`config.mk`:
```
export PLATFORM = sky130hd
export DESIGN_NAME = pwm_pair_timer
export DESIGN_NICKNAME = d
export VERILOG_FILES = /design/src/rtl/tpp_pkg.sv /design/src/rtl/tpp_prescaler.sv /design/src/rtl/tpp_counter.sv /design/src/rtl/tpp_channel.sv /design/src/rtl/pwm_pair_timer.sv
export SDC_FILE = /design/constraint.sdc
export NUM_CORES = 1
export LEC_CHECK = 0
export ABC_CLOCK_PERIOD_IN_PS = 3300
export BUFFER_PORTS_ARGS = -buffer_cell sky130_fd_sc_hd__buf_2
export CORE_MARGIN = 8
export CORE_UTILIZATION = 35
export DETAILED_ROUTE_END_ITERATION = 12
export GPL_TIMING_DRIVEN = 0
export HOLD_SLACK_MARGIN = 0.1
export PLACE_DENSITY = 0.54
export SETUP_SLACK_MARGIN = 0.2
export SYNTH_ARGS = -nofsm -noshare
export SYNTH_HDL_FRONTEND = slang
export SYNTH_SLANG_ARGS = --single-unit
export TNS_END_PERCENT = 5
```
`constraint.sdc`:
```
create_clock -name clk -period 3.3 [get_ports clk]
set_clock_uncertainty 0.1 [all_clocks]
set_input_delay 0.495 -clock clk [delete_from_list [all_inputs] [get_ports clk]]
set_output_delay 0.495 -clock clk [all_outputs]
set_load 0.05 [all_outputs]
```
`src/rtl/tpp_pkg.sv`:
```
package tpp_pkg;
  localparam int ADDR_W = 3;
  localparam logic [ADDR_W-1:0] A_CTRL   = 3'd0;
  localparam logic [ADDR_W-1:0] A_PERIOD = 3'd1;
  localparam logic [ADDR_W-1:0] A_CFG0   = 3'd2;
  localparam logic [ADDR_W-1:0] A_CMP0   = 3'd3;
  localparam logic [ADDR_W-1:0] A_CFG1   = 3'd4;
  localparam logic [ADDR_W-1:0] A_CMP1   = 3'd5;
  localparam logic [ADDR_W-1:0] A_COUNT  = 3'd6;
  localparam int SEL_W = 3;

  // per-channel configuration word, bit 5 down to bit 0
  typedef struct packed {
    logic       full;   // hold at full duty (with toggle)
    logic       tog;    // invert on overflow
    logic [1:0] act;    // compare action: 10 drive low, 11 drive high
    logic [1:0] mode;   // 00 off, 01 independent, 1x linked (ch0)
  } ch_cfg_t;
  localparam int CFG_W = $bits(ch_cfg_t);
endpackage

```
`src/rtl/tpp_prescaler.sv`:
```
module tpp_prescaler #(
  parameter int PS_W  = 6,
  parameter int SEL_W = 3
) (
  input  logic             clk,
  input  logic             rst_n,
  input  logic             run,
  input  logic             clr,
  input  logic [SEL_W-1:0] sel,
  output logic             tick
);
  logic [PS_W-1:0] pre_q;
  logic [PS_W-1:0] mask;

  always_comb begin
    for (int i = 0; i < PS_W; i++) mask[i] = (int'(sel) > i);
  end

  assign tick = run && !clr && ((pre_q & mask) == mask);

  always_ff @(posedge clk or negedge rst_n) begin
    if (!rst_n)   pre_q <= '0;
    else if (clr) pre_q <= '0;
    else if (run) pre_q <= pre_q + 1'b1;
  end
endmodule

```
`src/rtl/tpp_counter.sv`:
```
module tpp_counter #(
  parameter int CNT_W = 16
) (
  input  logic             clk,
  input  logic             rst_n,
  input  logic             tick,
  input  logic             clr,
  input  logic [CNT_W-1:0] period,
  output logic [CNT_W-1:0] cnt,
  output logic             ovf
);
  assign ovf = tick && (cnt == period);

  always_ff @(posedge clk or negedge rst_n) begin
    if (!rst_n)    cnt <= '0;
    else if (clr)  cnt <= '0;
    else if (ovf)  cnt <= '0;
    else if (tick) cnt <= cnt + 1'b1;
  end
endmodule

```
`src/rtl/tpp_channel.sv`:
```
module tpp_channel
  import tpp_pkg::*;
#(
  parameter int CNT_W = 16
) (
  input  logic             clk,
  input  logic             rst_n,
  input  logic             en,
  input  logic             tick,
  input  logic             ovf,
  input  logic [CNT_W-1:0] cnt,
  input  logic [CNT_W-1:0] cmp,
  input  ch_cfg_t          cfg,
  output logic             lvl
);
  logic hold_full;
  logic hit;

  assign hold_full = cfg.full && cfg.tog;
  assign hit       = tick && (cnt == cmp) && cfg.act[1] && !hold_full;

  always_ff @(posedge clk or negedge rst_n) begin
    if (!rst_n)                lvl <= 1'b0;
    else if (!en)              lvl <= 1'b0;
    else if (hit)              lvl <= cfg.act[0];
    else if (ovf && cfg.tog)   lvl <= hold_full ? !cfg.act[0] : !lvl;
  end
endmodule

```
`src/rtl/pwm_pair_timer.sv`:
```
module pwm_pair_timer
  import tpp_pkg::*;
#(
  parameter int CNT_W = 16,
  parameter int PS_W  = 6
) (
  input  logic              clk,
  input  logic              rst_n,
  input  logic              wr_en,
  input  logic [ADDR_W-1:0] wr_addr,
  input  logic [CNT_W-1:0]  wr_data,
  input  logic [ADDR_W-1:0] rd_addr,
  output logic [CNT_W-1:0]  rd_data,
  output logic [1:0]        pwm_out
);
  localparam int NCH = 2;

  logic             halt_q;
  logic [SEL_W-1:0] ps_q;
  logic [CNT_W-1:0] period_q;
  ch_cfg_t          cfg_q [NCH];
  logic [CNT_W-1:0] cmp_q [NCH];
  logic             clr_now, tick, ovf, linked;
  logic [CNT_W-1:0] cnt;
  logic             active_q, pend_q, pend_v_q;
  logic             cmp_wr0, cmp_wr1;
  logic [NCH-1:0]   ch_en;
  logic [CNT_W-1:0] ch_cmp [NCH];

  assign clr_now = wr_en && (wr_addr == A_CTRL) && wr_data[1];
  assign cmp_wr0 = wr_en && (wr_addr == A_CMP0);
  assign cmp_wr1 = wr_en && (wr_addr == A_CMP1);
  assign linked  = cfg_q[0].mode[1];

  always_ff @(posedge clk or negedge rst_n) begin
    if (!rst_n) begin
      halt_q   <= 1'b1;
      ps_q     <= '0;
      period_q <= '1;
      for (int i = 0; i < NCH; i++) begin
        cfg_q[i] <= '0;
        cmp_q[i] <= '0;
      end
    end else if (wr_en) begin
      case (wr_addr)
        A_CTRL: begin
          halt_q <= wr_data[0];
          ps_q   <= wr_data[SEL_W+1:2];
        end
        A_PERIOD: period_q <= wr_data;
        A_CFG0:   cfg_q[0] <= ch_cfg_t'(wr_data[CFG_W-1:0]);
        A_CMP0:   cmp_q[0] <= wr_data;
        A_CFG1:   cfg_q[1] <= ch_cfg_t'(wr_data[CFG_W-1:0]);
        A_CMP1:   cmp_q[1] <= wr_data;
        default: ;
      endcase
    end
  end

  // linked-mode source selection: switch only at overflow
  always_ff @(posedge clk or negedge rst_n) begin
    if (!rst_n) begin
      active_q <= 1'b0;
      pend_q   <= 1'b0;
      pend_v_q <= 1'b0;
    end else if (!linked) begin
      active_q <= 1'b0;
      pend_v_q <= 1'b0;
    end else begin
      if (ovf && pend_v_q) active_q <= pend_q;
      if (cmp_wr0 || cmp_wr1) begin
        pend_q   <= cmp_wr1;
        pend_v_q <= 1'b1;
      end else if (ovf) begin
        pend_v_q <= 1'b0;
      end
    end
  end

  tpp_prescaler #(.PS_W(PS_W), .SEL_W(SEL_W)) u_pre (
    .clk(clk), .rst_n(rst_n), .run(!halt_q), .clr(clr_now), .sel(ps_q), .tick(tick)
  );

  tpp_counter #(.CNT_W(CNT_W)) u_cnt (
    .clk(clk), .rst_n(rst_n), .tick(tick), .clr(clr_now), .period(period_q),
    .cnt(cnt), .ovf(ovf)
  );

  always_comb begin
    ch_en[0]  = (cfg_q[0].mode != 2'b00);
    ch_en[1]  = !linked && (cfg_q[1].mode != 2'b00);
    ch_cmp[0] = (linked && active_q) ? cmp_q[1] : cmp_q[0];
    ch_cmp[1] = cmp_q[1];
  end

  for (genvar g = 0; g < NCH; g++) begin : g_ch
    tpp_channel #(.CNT_W(CNT_W)) u_ch (
      .clk(clk), .rst_n(rst_n), .en(ch_en[g]), .tick(tick), .ovf(ovf),
      .cnt(cnt), .cmp(ch_cmp[g]), .cfg(cfg_q[g]), .lvl(pwm_out[g])
    );
  end

  always_comb begin
    rd_data = '0;
    case (rd_addr)
      A_CTRL:   rd_data = CNT_W'({ps_q, 1'b0, halt_q});
      A_PERIOD: rd_data = period_q;
      A_CFG0:   rd_data = CNT_W'(cfg_q[0]);
      A_CMP0:   rd_data = cmp_q[0];
      A_CFG1:   rd_data = CNT_W'(cfg_q[1]);
      A_CMP1:   rd_data = cmp_q[1];
      A_COUNT:  rd_data = cnt;
      default:  rd_data = '0;
    endcase
  end
endmodule

```
==> impl_metrics.tcl <==
set metrics [dict create \
    slew_viol_final 0 \
    critPathMaxStageDelay_ps 510 \
    synth_area_um2 5390 \
    hpwl_mm 11.8 \
    fmax_mhz 340 \
    hold_viol_final 0 \
    yosysTopAreaCell "dfrtp_1" \
    antenna_found_initial 0 \
    synthFlopType "dfrtp_1" \
    design_area_um2 6160 \
    vias 4339 \
    clockRootBuffer "clkbuf_16" \
    rrSetupSlack_ps 720 \
    relSlewSlack_pct 40.2 \
    gp_congestion 0.930 \
    drt_first_pass_iters 5 \
    finish.utilization_pct 40.7 \
    h-tree-depth 3 \
    min_from "wr_data[6]" \
    numCtsBuffers 9 \
    synth_seq_area_share_pct 42.6 \
    path_cells "clkbuf_1, nor2b_1, clkbuf_1, a21oi_1, o21ai_0, buf_2" \
    final_cell_mix "74 x dfrtp_1, 67 x mux2_2, 49 x buf_2, 41 x nand2_1, 40 x nor2_1" \
    dieArea_um2 19600 \
    pwr_density_cell_nw_per_um2 634 \
    synth.distinct_cells 58 \
    synth_edf_count 0 \
    crit_type "input port to output port" \
    slowest_stage "clkbuf_1" \
    rows 45 \
    irDropWorstVdd_uv 382 \
    grt_start_max_net_pins 52 \
    reg2reg_depth 8 \
    antenna_cells 0 \
    syn_area_per_cell_um2 10.0 \
    leakagePower_nw 2.60 \
    cap_violations 0 \
    drive_above_1_share_pct 28.7 \
    total_power_mw 3.90 \
    wl_per_cell_um 20.1 \
    yosys_warnings 0 \
    path_clk_slew_ps 60 \
    cts.sinks 91 \
    die_height_um 140 \
    drt_iter0_markers 302 \
    required_ps 2700 \
    cp.arrival_ps 2350 \
    min_to "period_q[6]$_DFFE_PN1P_" \
    layout.nets 617 \
    boundaryPins 43 \
    synth_fp_nets 565 \
    hp-class "input port to register" \
    area_growth_pct 14.3 \
    grt_overflow 0 \
    placed_cell_area_um2 5850 \
    portBuffers 39 \
    cts_tree "built" \
    clk_latency_ps 360 \
    rr_endpoint "g_ch[0].u_ch.lvl$_DFFE_PN0P_" \
    vias_per_cell 5.54 \
    startpoint_type "input port" \
    run_status "completed" \
    setup-tns-final_ps 0 \
    fillers 1454 \
    setup.worst_path.end_class "output port" \
    path_max_fanout 10 \
    layout_commonest_cell "dfrtp_1" \
    synth_top_area_share_pct 34.4 \
    grt_setup_unrepaired "no" \
    finalCriticalPeriod_ps 2940 \
    async_flop_share_pct 100 \
    synth_cells 538 \
    drc 0 \
    totalWireLength_mm 15.7 \
    core_um2 15100 \
    tightest_slew_ps 890 \
    grt_pass1_wl_mm 24.9 \
    fin_crit_sh_pct 89.1 \
    synth_seq_cells 91 \
    die_w_um 140 \
    initial_core_util_pct 35.6 \
    cts_buffer_depth 2 \
    detail-route-antenna-nets 0 \
    grt_pass1_vias 4361 \
    r2r_start "u_cnt.cnt[10]$_DFFE_PN0P_" \
    setup_viol 0 \
    synthTopCellsByArea "dfrtp_1 34%, mux2_2 14%, dfstp_2 8.3%, xnor2_1 4.2%, mux2i_1 3.9%" \
    cp_common_cell "clkbuf_1" \
    grt_use_total_pct 16.4 \
    hold_path_depth 2 \
]
logic make-up (layout without fill, tap and decap cells):
group           Yosys count  count (layout)  share of synthesized area [%]
xor+xnor                 48              48                           7.80
simple gates            158             158                           15.0
buf+inv                  53             110                           4.22
fa+ha+maj                 2               2                          0.464
flops                    91              91                           42.6
mux                      89              89                           18.3
compound gates           97              97                           11.5
synth_stat cells (all sizes together) (12+ instances only):
| library cell | n |
|---|---|
| mux2 | 67 |
| nand3 | 12 |
| inv | 12 |
| dfstp | 17 |
| clkbuf | 25 |
| nor2 | 40 |
| dfrtp | 74 |
| nand2 | 42 |
| a21oi | 23 |
| mux2i | 21 |
| o21ai | 33 |
| xnor2 | 26 |
| xor2 | 22 |
| buf | 16 |
through the flow:
stage	hold WS, ps	cells	worst slack (ps)
5_1_grt	309	783	240
3_3_place_gp	395	765	44.6
4_1_cts	293	783	264
6_report	301	783	359
3_5_place_dp	403	766	-2.17
2_1_floorplan	99.4	538	120
how the worst max path moves through the flow:
stage	end	slack, ps	startpoint
floorplan	rd_data[14]	120	rd_addr[1]
global placement	rd_data[4]	40	rd_addr[1]
detailed placement	rd_data[4]	-2	rd_addr[1]
CTS	rd_data[7]	260	rd_addr[2]
global route	rd_data[10]	240	rd_addr[2]
finish	rd_data[7]	360	rd_addr[2]
layer usage:
| metal | global-route usage, % | routed length (µm) | up-vias |
|---|---|---|---|
| li1 | - | - | 2027 |
| met1 | 21.0 | 7200 | 2158 |
| met2 | 26.4 | 7480 | 126 |
| met3 | 2.21 | 563 | 28 |
| met4 | 9.20 | 484 | 0 |
| met5 | 0 | 0 | - |
power by group:
part / internal, mW / leakage [nW] / switching, mW / total (mW)
clock: 0.588 / 0.143 / 0.444 / 1.03
sequential: 1.39 / 1.10 / 0.272 / 1.67
combinational: 0.528 / 1.36 / 0.677 / 1.21
state kept, by name, indices dropped and copies added (netlist names), 2 cells and up:
| signal | flops |
|---|---|
| cfg_q | 12 |
| u_cnt.cnt | 16 |
| g_ch.u_ch.lvl | 2 |
| u_pre.pre_q | 6 |
| ch_cmp | 16 |
| ps_q | 3 |
| period_q | 16 |
| cmp_q | 16 |
critical path, delay by kind of cell:
| kind | cells | cell delay, ps |
|---|---|---|
| simple gates | 1 | 340 |
| buf+inv | 3 | 1130 |
| compound gates | 2 | 380 |
timing repair:
item	CTS	global route
setup buffers	0	0
hold endpoints to repair	30	0
pin swaps	0	0
endpoints found under the setup margin	7	10
resized for setup	2	1
hold buffers	1	0
final cells by class:
type	instances	area (µm²)	share of cell area [%]
clock buffers	10	229	3.72
multi-input cells	394	2870	46.5
plain buffers	41	185	3.01
well taps	188	235	3.82
flip-flops and latches	91	2300	37.3
clock inverters	6	65.1	1.06
repair buffers	41	235	3.82
inverters	12	45.0	0.731
No activity file was read; power rests on OpenSTA's default activity.
